--- config.mk ---
export PLATFORM = sky130hd
export DESIGN_NAME = dbi_codec
export DESIGN_NICKNAME = d
export VERILOG_FILES = /design/src/rtl/dbi_pkg.sv /design/src/rtl/dbi_byte_enc.sv /design/src/rtl/dbi_byte_dec.sv /design/src/rtl/dbi_codec.sv
export SDC_FILE = /design/constraint.sdc
export NUM_CORES = 1
export LEC_CHECK = 0
export BUFFER_PORTS_ARGS = -buffer_cell sky130_fd_sc_hd__clkbuf_2
export CORE_ASPECT_RATIO = 1.1
export CORE_MARGIN = 1.5
export CORE_UTILIZATION = 49
export CTS_BUF_LIST = sky130_fd_sc_hd__clkbuf_4 sky130_fd_sc_hd__clkbuf_8 sky130_fd_sc_hd__clkbuf_16
export DETAILED_ROUTE_END_ITERATION = 8
export HOLD_SLACK_MARGIN = 0.06
export PLACE_DENSITY = 0.89
export SYNTH_ARGS = -nofsm -noshare
export SYNTH_HDL_FRONTEND = slang
export SYNTH_SLANG_ARGS = --single-unit
--- constraint.sdc ---
create_clock -name clk_i -period 2 [get_ports clk_i]
set_input_delay 0.5 -clock clk_i [delete_from_list [all_inputs] [get_ports clk_i]]
set_output_delay 0.5 -clock clk_i [all_outputs]
set_load 0.1 [all_outputs]
--- src/rtl/dbi_pkg.sv ---
package dbi_pkg;
  localparam int BYTE_W   = 8;
  localparam int MAX_ONES = 4;
  localparam int CNT_W    = $clog2(BYTE_W + 1);

  function automatic logic [CNT_W-1:0] ones_in_byte(input logic [BYTE_W-1:0] b);
    logic [CNT_W-1:0] n;
    n = '0;
    for (int i = 0; i < BYTE_W; i++) n = n + CNT_W'(b[i]);
    return n;
  endfunction
endpackage

--- src/rtl/dbi_byte_enc.sv ---
module dbi_byte_enc
  import dbi_pkg::*;
#(
  parameter int LIMIT = MAX_ONES
) (
  input  logic [BYTE_W-1:0] byte_i,
  input  logic              en_i,
  output logic [BYTE_W-1:0] byte_o,
  output logic              inv_o
);
  logic [CNT_W-1:0] ones;

  always_comb begin
    ones   = ones_in_byte(byte_i);
    inv_o  = en_i && (ones > CNT_W'(LIMIT));
    byte_o = byte_i ^ {BYTE_W{inv_o}};
  end
endmodule

--- src/rtl/dbi_byte_dec.sv ---
module dbi_byte_dec
  import dbi_pkg::*;
(
  input  logic [BYTE_W-1:0] byte_i,
  input  logic              flag_i,
  input  logic              en_i,
  output logic [BYTE_W-1:0] byte_o
);
  logic inv;

  always_comb begin
    inv    = en_i & flag_i;
    byte_o = byte_i ^ {BYTE_W{inv}};
  end
endmodule

--- src/rtl/dbi_codec.sv ---
module dbi_codec
  import dbi_pkg::*;
#(
  parameter int NUM_BYTES = 2,
  localparam int DATA_W   = NUM_BYTES * BYTE_W
) (
  input  logic                 clk_i,
  input  logic                 rst_ni,
  input  logic                 wr_dbi_en_i,
  input  logic                 rd_dbi_en_i,
  input  logic                 wr_valid_i,
  input  logic [DATA_W-1:0]    wr_data_i,
  output logic                 tx_valid_o,
  output logic [DATA_W-1:0]    tx_data_o,
  output logic [NUM_BYTES-1:0] tx_flag_o,
  input  logic [DATA_W-1:0]    rx_data_i,
  input  logic [NUM_BYTES-1:0] rx_flag_i,
  output logic [DATA_W-1:0]    rd_data_o
);
  logic [DATA_W-1:0]    enc_data;
  logic [NUM_BYTES-1:0] enc_flag;

  for (genvar b = 0; b < NUM_BYTES; b++) begin : g_lane
    dbi_byte_enc i_enc (
      .byte_i (wr_data_i[b*BYTE_W +: BYTE_W]),
      .en_i   (wr_dbi_en_i),
      .byte_o (enc_data[b*BYTE_W +: BYTE_W]),
      .inv_o  (enc_flag[b])
    );
    dbi_byte_dec i_dec (
      .byte_i (rx_data_i[b*BYTE_W +: BYTE_W]),
      .flag_i (rx_flag_i[b]),
      .en_i   (rd_dbi_en_i),
      .byte_o (rd_data_o[b*BYTE_W +: BYTE_W])
    );
  end

  always_ff @(posedge clk_i or negedge rst_ni) begin
    if (!rst_ni) begin
      tx_valid_o <= 1'b0;
      tx_data_o  <= '0;
      tx_flag_o  <= '0;
    end else begin
      tx_valid_o <= wr_valid_i;
      if (wr_valid_i) begin
        tx_data_o <= enc_data;
        tx_flag_o <= enc_flag;
      end
    end
  end
endmodule

==> out/results.txt, run 1 <==
Status -> did not finish
Failing step -> detailed placement (3_5_place_dp)
Err -> [ERROR DPL-0033] detailed placement checks failed during check placement.
Synth Net Count -> 213
Syn Inst Count -> 160
Syn Area/Cell -> 9.06 sq um
Post-synth ARST share -> 1.00
PortBufs -> 73
Synth area leader -> dfrtp_1
Synth top area cells -> dfrtp_1 33%, fa_1 11%, xnor2_1 9.7%
Most common flop cell mapped by yosys -> dfrtp_1
HPWL after DPL -> 6.29 mm
Die Wd -> 54.9 microns
Most common cell in the netlist -> inv_1
Row Count -> 20
Placer Congestion -> 0.782
Register area share after synthesis -> 0.328
Ys Warns -> 0
Count of cell types in the netlist -> 22
Commonest cells in the synthesized netlist -> 20 x inv_1, 19 x dfrtp_1, 18 x nand2_1
I/O Pins -> 74
Cell area after synthesis -> 1450 sq um
Die height -> 60.1 microns
Post-synth EDFFs -> 0
Initial Util -> 0.517
Synth top area share -> 0.328
Seq cells post-synth -> 19
-- cells by family after synthesis --
logic type / after synthesis / synth area share
xor+xnor: 18 / 0.109
simple gates: 42 / 0.135
flops: 19 / 0.328
compound gates: 40 / 0.193
fa+ha+maj: 14 / 0.162
buf+inv: 27 / 0.0733
-- stage by stage --
step	instance area (sq um)	std cells	TNS, ps
global placement	2750	289	-25240
floorplan	1910	160	-22410
==> run 2: changes to the inputs <==
CORE_ASPECT_RATIO = not set   (was 1.1)
CORE_UTILIZATION = 40   (was 49)
CTS_BUF_LIST = not set   (was sky130_fd_sc_hd__clkbuf_4 sky130_fd_sc_hd__clkbuf_8 sky130_fd_sc_hd__clkbuf_16)
HOLD_SLACK_MARGIN = not set   (was 0.06)
PLACE_DENSITY = not set   (was 0.89)
PLACE_DENSITY_LB_ADDON = 0.15   (was not set)
==> run 2 against run 1 <==
Compared with the run above:
- the flow now finishes, with violations (setup timing)
- synthesized cell count stayed put
- area after synthesis stayed put
==> out/results.txt, run 2 <==
VDD IR max -> 0.480 mV
Most common flop cell mapped by yosys -> dfrtp_1 (unchanged)
Final WS setup -> -1160 ps
Seq cells post-synth -> 19 (unchanged)
Most common cell in the netlist -> inv_1 (unchanged)
Num Clock Sinks -> 19
Post-synth ARST share -> 1.00 (unchanged)
Worst Skew -> 0 ps
Status -> complete, but fails checks (was did not finish)
CTS tree -> built
Met3 WL -> 354 microns
Initial antenna violation count -> 0
I/O Pins -> 74 (unchanged)
Worst-Skew Late Latency -> 300 ps
Initial drt markers -> 120
Critical Path Source Type -> input pin
Post-synth EDFFs -> 0 (unchanged)
Crit-path most repeated cell -> fa_1
Routed wl met2 -> 2.30 mm
Vias in the first global route -> 1,703
Die height -> 63.2 microns (was 60.1 microns)
Post-synthesis xor/xnor area fraction -> 0.109 (unchanged)
Top Layer Used -> met4
Max reg flops -> 16
WS Path Type -> in2reg
Top reg by flops -> tx_data_o
Post-Synth Adder-Cell Area -> 0.162 (unchanged)
Syn Area/Cell -> 9.06 sq um (unchanged)
Fmax -> 317 MHz
Pin count of the biggest net entering global routing -> 37
Core Footprint -> 3420 sq um
Mux cell area share after synthesis -> 0 (unchanged)
Maximum root-to-sink buffer count -> 2
Sw power -> 0.00147 W
Synth top area share -> 0.328 (unchanged)
Root Driver -> clkbuf_4
Max_cap viols -> 0
Commonest cells in the synthesized netlist -> 20 x inv_1, 19 x dfrtp_1, 18 x nand2_1 (unchanged)
H-tree levels -> 1
Die Footprint -> 4000 sq um
Nets -> 313
Count of cell types in the netlist -> 22 (unchanged)
Initial Util -> 0.425 (was 0.517)
DR vias -> 1,589
CP endpoint kind -> register
Crit path time final -> 3160 ps
Logic gate share of total power -> 0.728
Least-Margin Pin Slew -> 560 ps
Most frequent cells in the layout -> 53 x clkbuf_2, 28 x buf_4, 19 x dfrtp_1
Combinational family with the most area after synthesis -> compound AO/OA/AOI/OAI gates (unchanged)
Post-DRT Antenna Nets -> 0
PortBufs -> 73 (unchanged)
Top delay family on crit path -> adder cells
GR Util All Layers -> 0.239
PD cells -> 899 nW/um^2
Synth top area cells -> dfrtp_1 33%, fa_1 11%, xnor2_1 9.7% (unchanged)
Net Sw Frac -> 0.569
RSZ-0062 raised after global routing -> true
Worst-path clk slew -> 110 ps
Register area share after synthesis -> 0.328 (unchanged)
Leak -> 1.41 nW
Synth Area in Simple Gates -> 0.135 (unchanged)
Commonest non-fill, non-tap cell in the layout -> clkbuf_2
Cell area after synthesis -> 1450 sq um (unchanged)
Final Cell Area -> 2880 sq um
Synth area leader -> dfrtp_1 (unchanged)
Fin crit share -> 1.58
Num CTS Buffers -> 3
Crit path required time -> 2180 ps
HPWL after DPL -> 3.51 mm (was 6.29 mm)
Failing checks -> setup timing
Buf/Inv on CP -> 3
Wire length of the first global-routing pass -> 7.53 mm
# setup viols final -> 18
Grt ovf -> 0
Antenna diodes -> 0
Internal power -> 0.00111 W
Slew margin rel. -> 0.629
Hold Fails Final Rpt -> 0
Drt first pass iters -> 4
Worst min path class -> in2async
Synth Area in Compound Gates -> 0.193 (unchanged)
Synth Net Count -> 213 (unchanged)
Layout cells sized above 1 -> 0.614
Total Neg Setup Slack -> -19,860 ps
Area grow syn2layout -> 98.6%
Largest registers -> tx_data_o (16), tx_flag_o (2), tx_valid_o (1)
CP max FO -> 8
CP peak stage delay -> 490 ps
Cell chain of the critical path -> buf_8 > ha_4 > inv_2 > fa_1 > fa_1 > fa_2 > inv_2 > fa_1 > nand2b_4 > and3_4 > nor3_2 > o31ai_2
Pwr Total -> 0.00259 W
Critical-path top delay cell -> fa_1
Sequential power share -> 0.196
DRC Markers -> 0
Syn Inst Count -> 160 (unchanged)
Ys Warns -> 0 (unchanged)
Share of power burned in the clock network -> 0.076
Placer Congestion -> 0.839 (was 0.782)
Arrival @ worst endpoint -> 3340 ps
Max-slew violation count -> 0
Drt total wl -> 4.46 mm
Routed len/inst -> 14.6 microns
Die Wd -> 63.2 microns (was 54.9 microns)
Filler Cells Inserted -> 184
Post-Place Cell Area -> 2710 sq um
# hold bufs at CTS -> 0
Via/cell ratio -> 5.21
Metal-1 WL -> 1.72 mm
Row Count -> 21 (was 20)
run 2: stage by stage:
| stage | hold slack, ps | cells | util | worst slack, ps |
|---|---|---|---|---|
| floorplan | 204 | 160 | - | -1290 |
| global placement | 460 | 297 | 0.794 | -1430 |
| detailed placement | 469 | 297 | 0.794 | -1600 |
| CTS | 143 | 303 | 0.832 | -1150 |
| global route | 170 | 305 | 0.843 | -1250 |
| finish | 131 | 305 | 0.843 | -1160 |
run 2: power groups by stage:
stage | Sequential, W | Combinational, W | Clock, W
global route | 0.000517 | 0.00197 | 0.000218
CTS | 0.000507 | 0.00185 | 0.000201
detailed placement | 0.000514 | 0.00180 | 0
finish | 0.000507 | 0.00188 | 0.000198
floorplan | 0.00110 | 0.000784 | 0
global placement | 0.000509 | 0.00175 | 0
run 2: kinds of logic after synthesis:
family                   count (synthesis)
buffers and inverters                   27
flip-flops                              19
adder cells (fa/ha/maj)                 14
XOR/XNOR                                18
AND/OR/NAND/NOR                         42
AO/OA/AOI/OAI                           40
run 2: what timing repair did:
item                       CTS  global route
resized for setup           14             9
pin swaps                   15            14
buffers inserted             2             2
setup endpoints to repair   18            18
run 2: worst paths after layout:
kind | to | from | slack [ps] | depth (start not counted)
max in group asynchronous | tx_data_o[1] | rst_ni | 1530 | 1
min reg2reg | tx_data_o[4] | tx_data_o[4] | 490 | 2
min in group clk_i | tx_valid_o | wr_valid_i | 330 | 1
min | tx_data_o[13] | rst_ni | 130 | 1
max reg2reg | tx_data_o[14] | tx_data_o[14] | 1290 | 2
max | tx_data_o[0] | wr_data_i[1] | -1160 | 12
run 2: area by class of cell:
cell class / instances / area, sq um / share of cell area
tap: 46 / 57.6 / 0.0200
multi-input combinational: 114 / 1390 / 0.481
clock buffer: 4 / 26.3 / 0.00912
inverter: 21 / 78.8 / 0.0274
sequential: 19 / 475 / 0.165
timing repair buffer: 101 / 856 / 0.297
run 2: worst reg2reg max path: cells and delay by family, from the launching register on:
family           cells  cell delay (ps)
AO/OA/AOI/OAI        1               70
flip-flops           1              420
AND/OR/NAND/NOR      1              100
run 2: routing by layer:
metal / global-route usage / vias to the layer above
li1: - / 745
met1: 0.272 / 760
met2: 0.426 / 74
met3: 0.0696 / 10
met4: 0.0815 / 0
met5: 0 / -
No activity file was read; power rests on OpenSTA's default activity.
==> run 3: changes to the inputs <==
CTS_CLUSTER_SIZE = 30   (was not set)
clock period = 3 ns   (was 2 ns; I/O delays follow)
==> run 3 against run 2 <==
Compared with the run above:
- highest routed layer unchanged
- clock skew did not move
- global-route usage is 3.1 points lower
- routed wire length fell by 11%
- critical endpoint is now tx_data_o[6]
- the flow still finishes with violations (setup timing)
- largest cell class unchanged
==> out/results.txt, run 3 (synthesized netlist as in run 2, its figures left out) <==
CP max FO -> 8 (unchanged)
Critical Path Source Type -> input pin (unchanged)
Worst-path clk slew -> 120 ps (was 110 ps)
Core Footprint -> 3420 sq um (unchanged)
H-tree levels -> 1 (unchanged)
Status -> complete, but fails checks (unchanged)
Nets -> 305 (was 313)
GR Util All Layers -> 0.208 (was 0.239)
Leak -> 1.26 nW (was 1.41 nW)
Post-DRT Antenna Nets -> 0 (unchanged)
Num CTS Buffers -> 3 (unchanged)
Crit path required time -> 3170 ps (was 2180 ps)
Setup crit start -> wr_data_i[1] (unchanged)
R2r startpoint -> tx_data_o[1] (was tx_data_o[14])
Initial Util -> 0.425 (unchanged)
WS Path Type -> in2reg (unchanged)
Most frequent cells in the layout -> 53 x clkbuf_2, 30 x buf_4, 19 x dfrtp_1 (was 53 x clkbuf_2, 28 x buf_4, 19 x dfrtp_1)
Via/cell ratio -> 4.82 (was 5.21)
Fin crit share -> 1.14
DR vias -> 1,432 (was 1,589)
Initial antenna violation count -> 0 (unchanged)
Filler Cells Inserted -> 283 (was 184)
Row Count -> 21 (unchanged)
I/O Pins -> 74 (unchanged)
Die height -> 63.2 microns (unchanged)
PortBufs -> 73 (unchanged)
Worst Skew -> 0 ps (unchanged)
Slew margin rel. -> 0.448 (was 0.629)
Root Driver -> clkbuf_4 (unchanged)
Commonest non-fill, non-tap cell in the layout -> clkbuf_2 (unchanged)
Num Clock Sinks -> 19 (unchanged)
Grt ovf -> 0 (unchanged)
Drt total wl -> 3.97 mm (was 4.46 mm)
Final Cell Area -> 2470 sq um (was 2880 sq um)
Least-Margin Pin Slew -> 823 ps (was 560 ps)
Initial drt markers -> 40 (was 120)
Vias in the first global route -> 1,467 (was 1,703)
Largest registers -> tx_data_o (16), tx_flag_o (2), tx_valid_o (1) (unchanged)
Antenna diodes -> 0 (unchanged)
Hold Fails Final Rpt -> 0 (unchanged)
Routed len/inst -> 13.4 microns (was 14.6 microns)
PD cells -> 653 nW/um^2 (was 899 nW/um^2)
Placer Congestion -> 0.790 (was 0.839)
DRC Markers -> 0 (unchanged)
Crit path time final -> 3410 ps
Area grow syn2layout -> 70.4% (was 98.6%)
Fin cells -> 297 (was 305)
Final WS setup -> -413 ps (was -1160 ps)
Arrival @ worst endpoint -> 3580 ps (was 3340 ps)
Drt first pass iters -> 4 (unchanged)
CP endpoint kind -> register (unchanged)
# hold bufs at CTS -> 0 (unchanged)
Post-Place Cell Area -> 2290 sq um (was 2710 sq um)
Failing checks -> setup timing (unchanged)
Maximum root-to-sink buffer count -> 2 (unchanged)
VDD IR max -> 0.380 mV (was 0.480 mV)
HPWL after DPL -> 3.14 mm (was 3.51 mm)
Die Wd -> 63.2 microns (unchanged)
Fmax -> 293 MHz
Die Footprint -> 4000 sq um (unchanged)
CTS tree -> built (unchanged)
Max reg flops -> 16 (unchanged)
Wire length of the first global-routing pass -> 6.72 mm (was 7.53 mm)
Dpl ws -> -845 ps (was -1600 ps)
RSZ-0062 raised after global routing -> true (unchanged)
Max_cap viols -> 0 (unchanged)
Worst-Skew Late Latency -> 300 ps (about the same)
Final hold slack -> 376 ps (was 131 ps)
# setup viols final -> 18 (unchanged)
Max-slew violation count -> 0 (unchanged)
Layout cells sized above 1 -> 0.574 (was 0.614)
Pin count of the biggest net entering global routing -> 33 (was 37)
Worst min path class -> in2async (unchanged)
Pwr Total -> 0.00161 W (was 0.00259 W)
Placed cells -> 288 (was 297)
Top reg by flops -> tx_data_o (unchanged)
## run 3: cell types whose count changed in the layout (fill, tap and decap cells not counted), sizes merged
cell | previous run | this run
buf | 48 | 40
clkbuf | 57 | 56
clkinv | 1 | 2
## run 3: area by class of cell
class | count | area, sq um | area share
sequential | 19 | 475 | 0.192
inverter | 21 | 78.8 | 0.0319
multi-input combinational | 114 | 1160 | 0.470
clock inverter | 1 | 5.00 | 0.00203
timing repair buffer | 93 | 671 | 0.271
clock buffer | 3 | 22.5 | 0.00911
tap | 46 | 57.6 | 0.0233
## run 3: per-stage QoR
step,util,setup TNS (ps)
after floorplan,-,-11000
after global placement,0.671,-12040
after detailed placement,0.671,-13690
after CTS,0.703,-6640
after global routing,0.723,-7890
final,0.723,-6520
## run 3: where the power goes
group	switching, W	internal [W]	leakage (nW)
Clock	0.0000857	0.0000498	0.0177
Sequential	0.0000286	0.000309	0.231
Combinational	0.000833	0.000309	1.02
## run 3: path summary, 6_finish.rpt
check | to | slack, ps | cells after the start
worst max-delay path | tx_data_o[6] | -410 | 12
worst min-delay path | tx_data_o[3] | 380 | 1
worst max register to register | tx_data_o[1] | 2300 | 2
worst min register to register | tx_flag_o[0] | 490 | 1
max in group asynchronous | tx_data_o[15] | 2290 | 1
min in group clk_i | tx_flag_o[0] | 490 | 1
## run 3: critical path, stage by stage
cell,delay [ps]
buf_8,100
ha_4,250
inv_2,30
fa_1,500
fa_1,430
fa_2,370
inv_2,60
fa_2,430
nand2b_4,170
and3_4,240
nor3_2,180
o31ai_1,70
## run 3: layer usage
| layer | global-route usage | vias to the layer above | wire, microns |
|---|---|---|---|
| met1 | 0.263 | 666 | 1660 |
| met3 | 0.0232 | 4 | 146 |
| met4 | 0.0489 | 0 | 36 |
| met5 | 0 | - | 0 |
| li1 | - | 725 | - |
| met2 | 0.379 | 37 | 2130 |
## run 3: repair_timing
action	in CTS	in global routing
endpoints found under the setup margin	18	18
gates cloned	0	0
pin swaps	8	9
hold endpoints to repair	0	0
gates resized for setup	8	12
setup buffers	3	2
==> run 4: changes to the inputs <==
CORE_MARGIN = not set   (was 1.5)
PLACE_DENSITY = 0.77   (was not set)
PLACE_DENSITY_LB_ADDON = not set   (was 0.15)
==> run 4 against run 3 <==
Compared with the run above:
- the flow still finishes with violations (setup timing)
- non-clock buffer count up 2
- cell area up 2.9%
- die area shrank 3.1%
- core utilization increased by 2.1 points
- clock power about the same
- register-to-register slack improved by 30 ps
- count of clock-buffer cells in the layout unchanged
- clock skew stayed put
- hold slack got worse by 9.1 ps
- critical endpoint is now tx_data_o[1]
==> out/results.txt, run 4 (synthesized netlist as in run 2, its figures left out) <==
Max_cap viols -> 0 (unchanged)
VDD IR max -> 0.271 mV (was 0.380 mV)
Leak -> 1.29 nW (was 1.26 nW)
H-tree levels -> 1 (unchanged)
Slew margin rel. -> 0.608 (was 0.448)
Fmax -> 295 MHz (was 293 MHz)
R2R Setup Slk -> 2330 ps (was 2300 ps)
Die height -> 62.2 microns (was 63.2 microns)
Area grow syn2layout -> 75.3% (was 70.4%)
Post-Place Cell Area -> 2390 sq um (was 2290 sq um)
Most frequent cells in the layout -> 53 x clkbuf_2, 28 x buf_4, 19 x dfrtp_1 (was 53 x clkbuf_2, 30 x buf_4, 19 x dfrtp_1)
Arrival @ worst endpoint -> 3590 ps (was 3580 ps)
Critical Path Source Type -> input pin (unchanged)
Pwr Total -> 0.00164 W (was 0.00161 W)
Final hold slack -> 367 ps (was 376 ps)
Initial antenna violation count -> 0 (unchanged)
Worst min path class -> in2async (unchanged)
RSZ-0062 raised after global routing -> true (unchanged)
Placed cells -> 294 (was 288)
Post-DRT Antenna Nets -> 0 (unchanged)
Fin cells -> 300 (was 297)
Die Footprint -> 3870 sq um (was 4000 sq um)
GR Util All Layers -> 0.201 (was 0.208)
PortBufs -> 73 (unchanged)
Antenna diodes -> 0 (unchanged)
Hold Fails Final Rpt -> 0 (unchanged)
CP endpoint kind -> register (unchanged)
Vias in the first global route -> 1,437 (was 1,467)
Maximum root-to-sink buffer count -> 2 (unchanged)
Failing checks -> setup timing (unchanged)
Crit path required time -> 3200 ps (was 3170 ps)
Initial Util -> 0.425 (unchanged)
Core Footprint -> 3420 sq um (unchanged)
# setup viols final -> 18 (unchanged)
Commonest non-fill, non-tap cell in the layout -> clkbuf_2 (unchanged)
Die Wd -> 62.2 microns (was 63.2 microns)
DR vias -> 1,516 (was 1,432)
WS Path Type -> in2reg (unchanged)
Reg2reg path depth -> 2 (unchanged)
HPWL after DPL -> 2.86 mm (was 3.14 mm)
RR Endpoint -> tx_data_o[1] (unchanged)
Drt first pass iters -> 4 (unchanged)
Drt total wl -> 4.08 mm (was 3.97 mm)
CTS tree -> built (unchanged)
Worst Skew -> 0 ps (unchanged)
Status -> complete, but fails checks (unchanged)
Pin count of the biggest net entering global routing -> 37 (was 33)
Nets -> 308 (was 305)
Worst-Skew Late Latency -> 310 ps (was 300 ps)
I/O Pins -> 74 (unchanged)
DRC Markers -> 0 (unchanged)
Max-slew violation count -> 0 (unchanged)
Grt ovf -> 0 (unchanged)
Dpl ws -> -771 ps (was -845 ps)
Num CTS Buffers -> 3 (unchanged)
Routed len/inst -> 13.6 microns (was 13.4 microns)
Placer Congestion -> 0.871 (was 0.790)
Final Cell Area -> 2540 sq um (was 2470 sq um)
Largest registers -> tx_data_o (16), tx_flag_o (2), tx_valid_o (1) (unchanged)
Crit path time final -> 3390 ps (was 3410 ps)
Top reg by flops -> tx_data_o (unchanged)
Fin crit share -> 1.13 (was 1.14)
Filler Cells Inserted -> 252 (was 283)
Least-Margin Pin Slew -> 586 ps (was 823 ps)
PD cells -> 646 nW/um^2 (was 653 nW/um^2)
CP max FO -> 8 (unchanged)
Final WS setup -> -394 ps (was -413 ps)
R2r startpoint -> tx_data_o[1] (unchanged)
Layout cells sized above 1 -> 0.591 (was 0.574)
Row Count -> 21 (unchanged)
Max reg flops -> 16 (unchanged)
Worst-path clk slew -> 120 ps (about the same)
Initial drt markers -> 81 (was 40)
Num Clock Sinks -> 19 (unchanged)
Wire length of the first global-routing pass -> 6.31 mm (was 6.72 mm)
Root Driver -> clkbuf_4 (unchanged)
Via/cell ratio -> 5.05 (was 4.82)
## run 4: cell types whose count changed in the layout (fill, tap and decap cells not counted), sizes merged
cell / previous run / this run
buf: 40 / 42
nand3: 2 / 3
## run 4: through the flow
stage | utilization | setup TNS, ps
after floorplan | - | -11000
after global routing | 0.744 | -7380
final | 0.744 | -6320
after CTS | 0.732 | -6040
after global placement | 0.699 | -11500
after detailed placement | 0.699 | -12630
## run 4: metal layers
| metal | share of wire | GRT usage | vias up |
|---|---|---|---|
| li1 | - | - | 731 |
| met1 | 0.41 | 0.273 | 718 |
| met2 | 0.51 | 0.335 | 63 |
| met3 | 0.064 | 0.0349 | 4 |
| met4 | 0.012 | 0.0436 | 0 |
| met5 | 0 | 0 | - |
## run 4: how the worst max path moves through the flow
stage	startpoint	end
detailed placement	wr_data_i[8]	tx_data_o[9]
finish	wr_data_i[1]	tx_data_o[1]
floorplan	wr_data_i[9]	tx_data_o[10]
global route	wr_data_i[9]	tx_data_o[11]
global placement	wr_data_i[8]	tx_data_o[8]
CTS	wr_data_i[9]	tx_data_o[14]
## run 4: timing repair
item                                    in CTS  in global routing
gates resized for setup                     12                  9
hold buffers                                 0                  0
cloned                                       0                  1
buffers inserted                             1                  0
pin swaps                                   11                 14
endpoints found under the setup margin      18                 18
## run 4: cell type report
class	count	area (sq um)	area share
flip-flops and latches	19	475	0.187
inverters	21	78.8	0.0310
repair buffers	95	732	0.288
well taps	46	57.6	0.0226
multi-input cells	115	1170	0.461
clock buffers	3	22.5	0.00886
clock inverters	1	5.00	0.00197
## run 4: report_power, final
| part | switching [W] | total (W) | internal (W) |
|---|---|---|---|
| Combinational | 0.000847 | 0.00117 | 0.000324 |
| Clock | 0.0000853 | 0.000135 | 0.0000498 |
| Sequential | 0.0000281 | 0.000337 | 0.000308 |
| Total | 0.000960 | 0.00164 | 0.000683 |
## run 4: critical path, stage by stage
cell and delay, ps:
buf_6 100, ha_4 250, inv_2 30, fa_1 490
fa_1 430, fa_2 370, inv_2 70, fa_2 410
nand2b_4 160, and3_4 240, nor3_4 200, o31ai_2 80
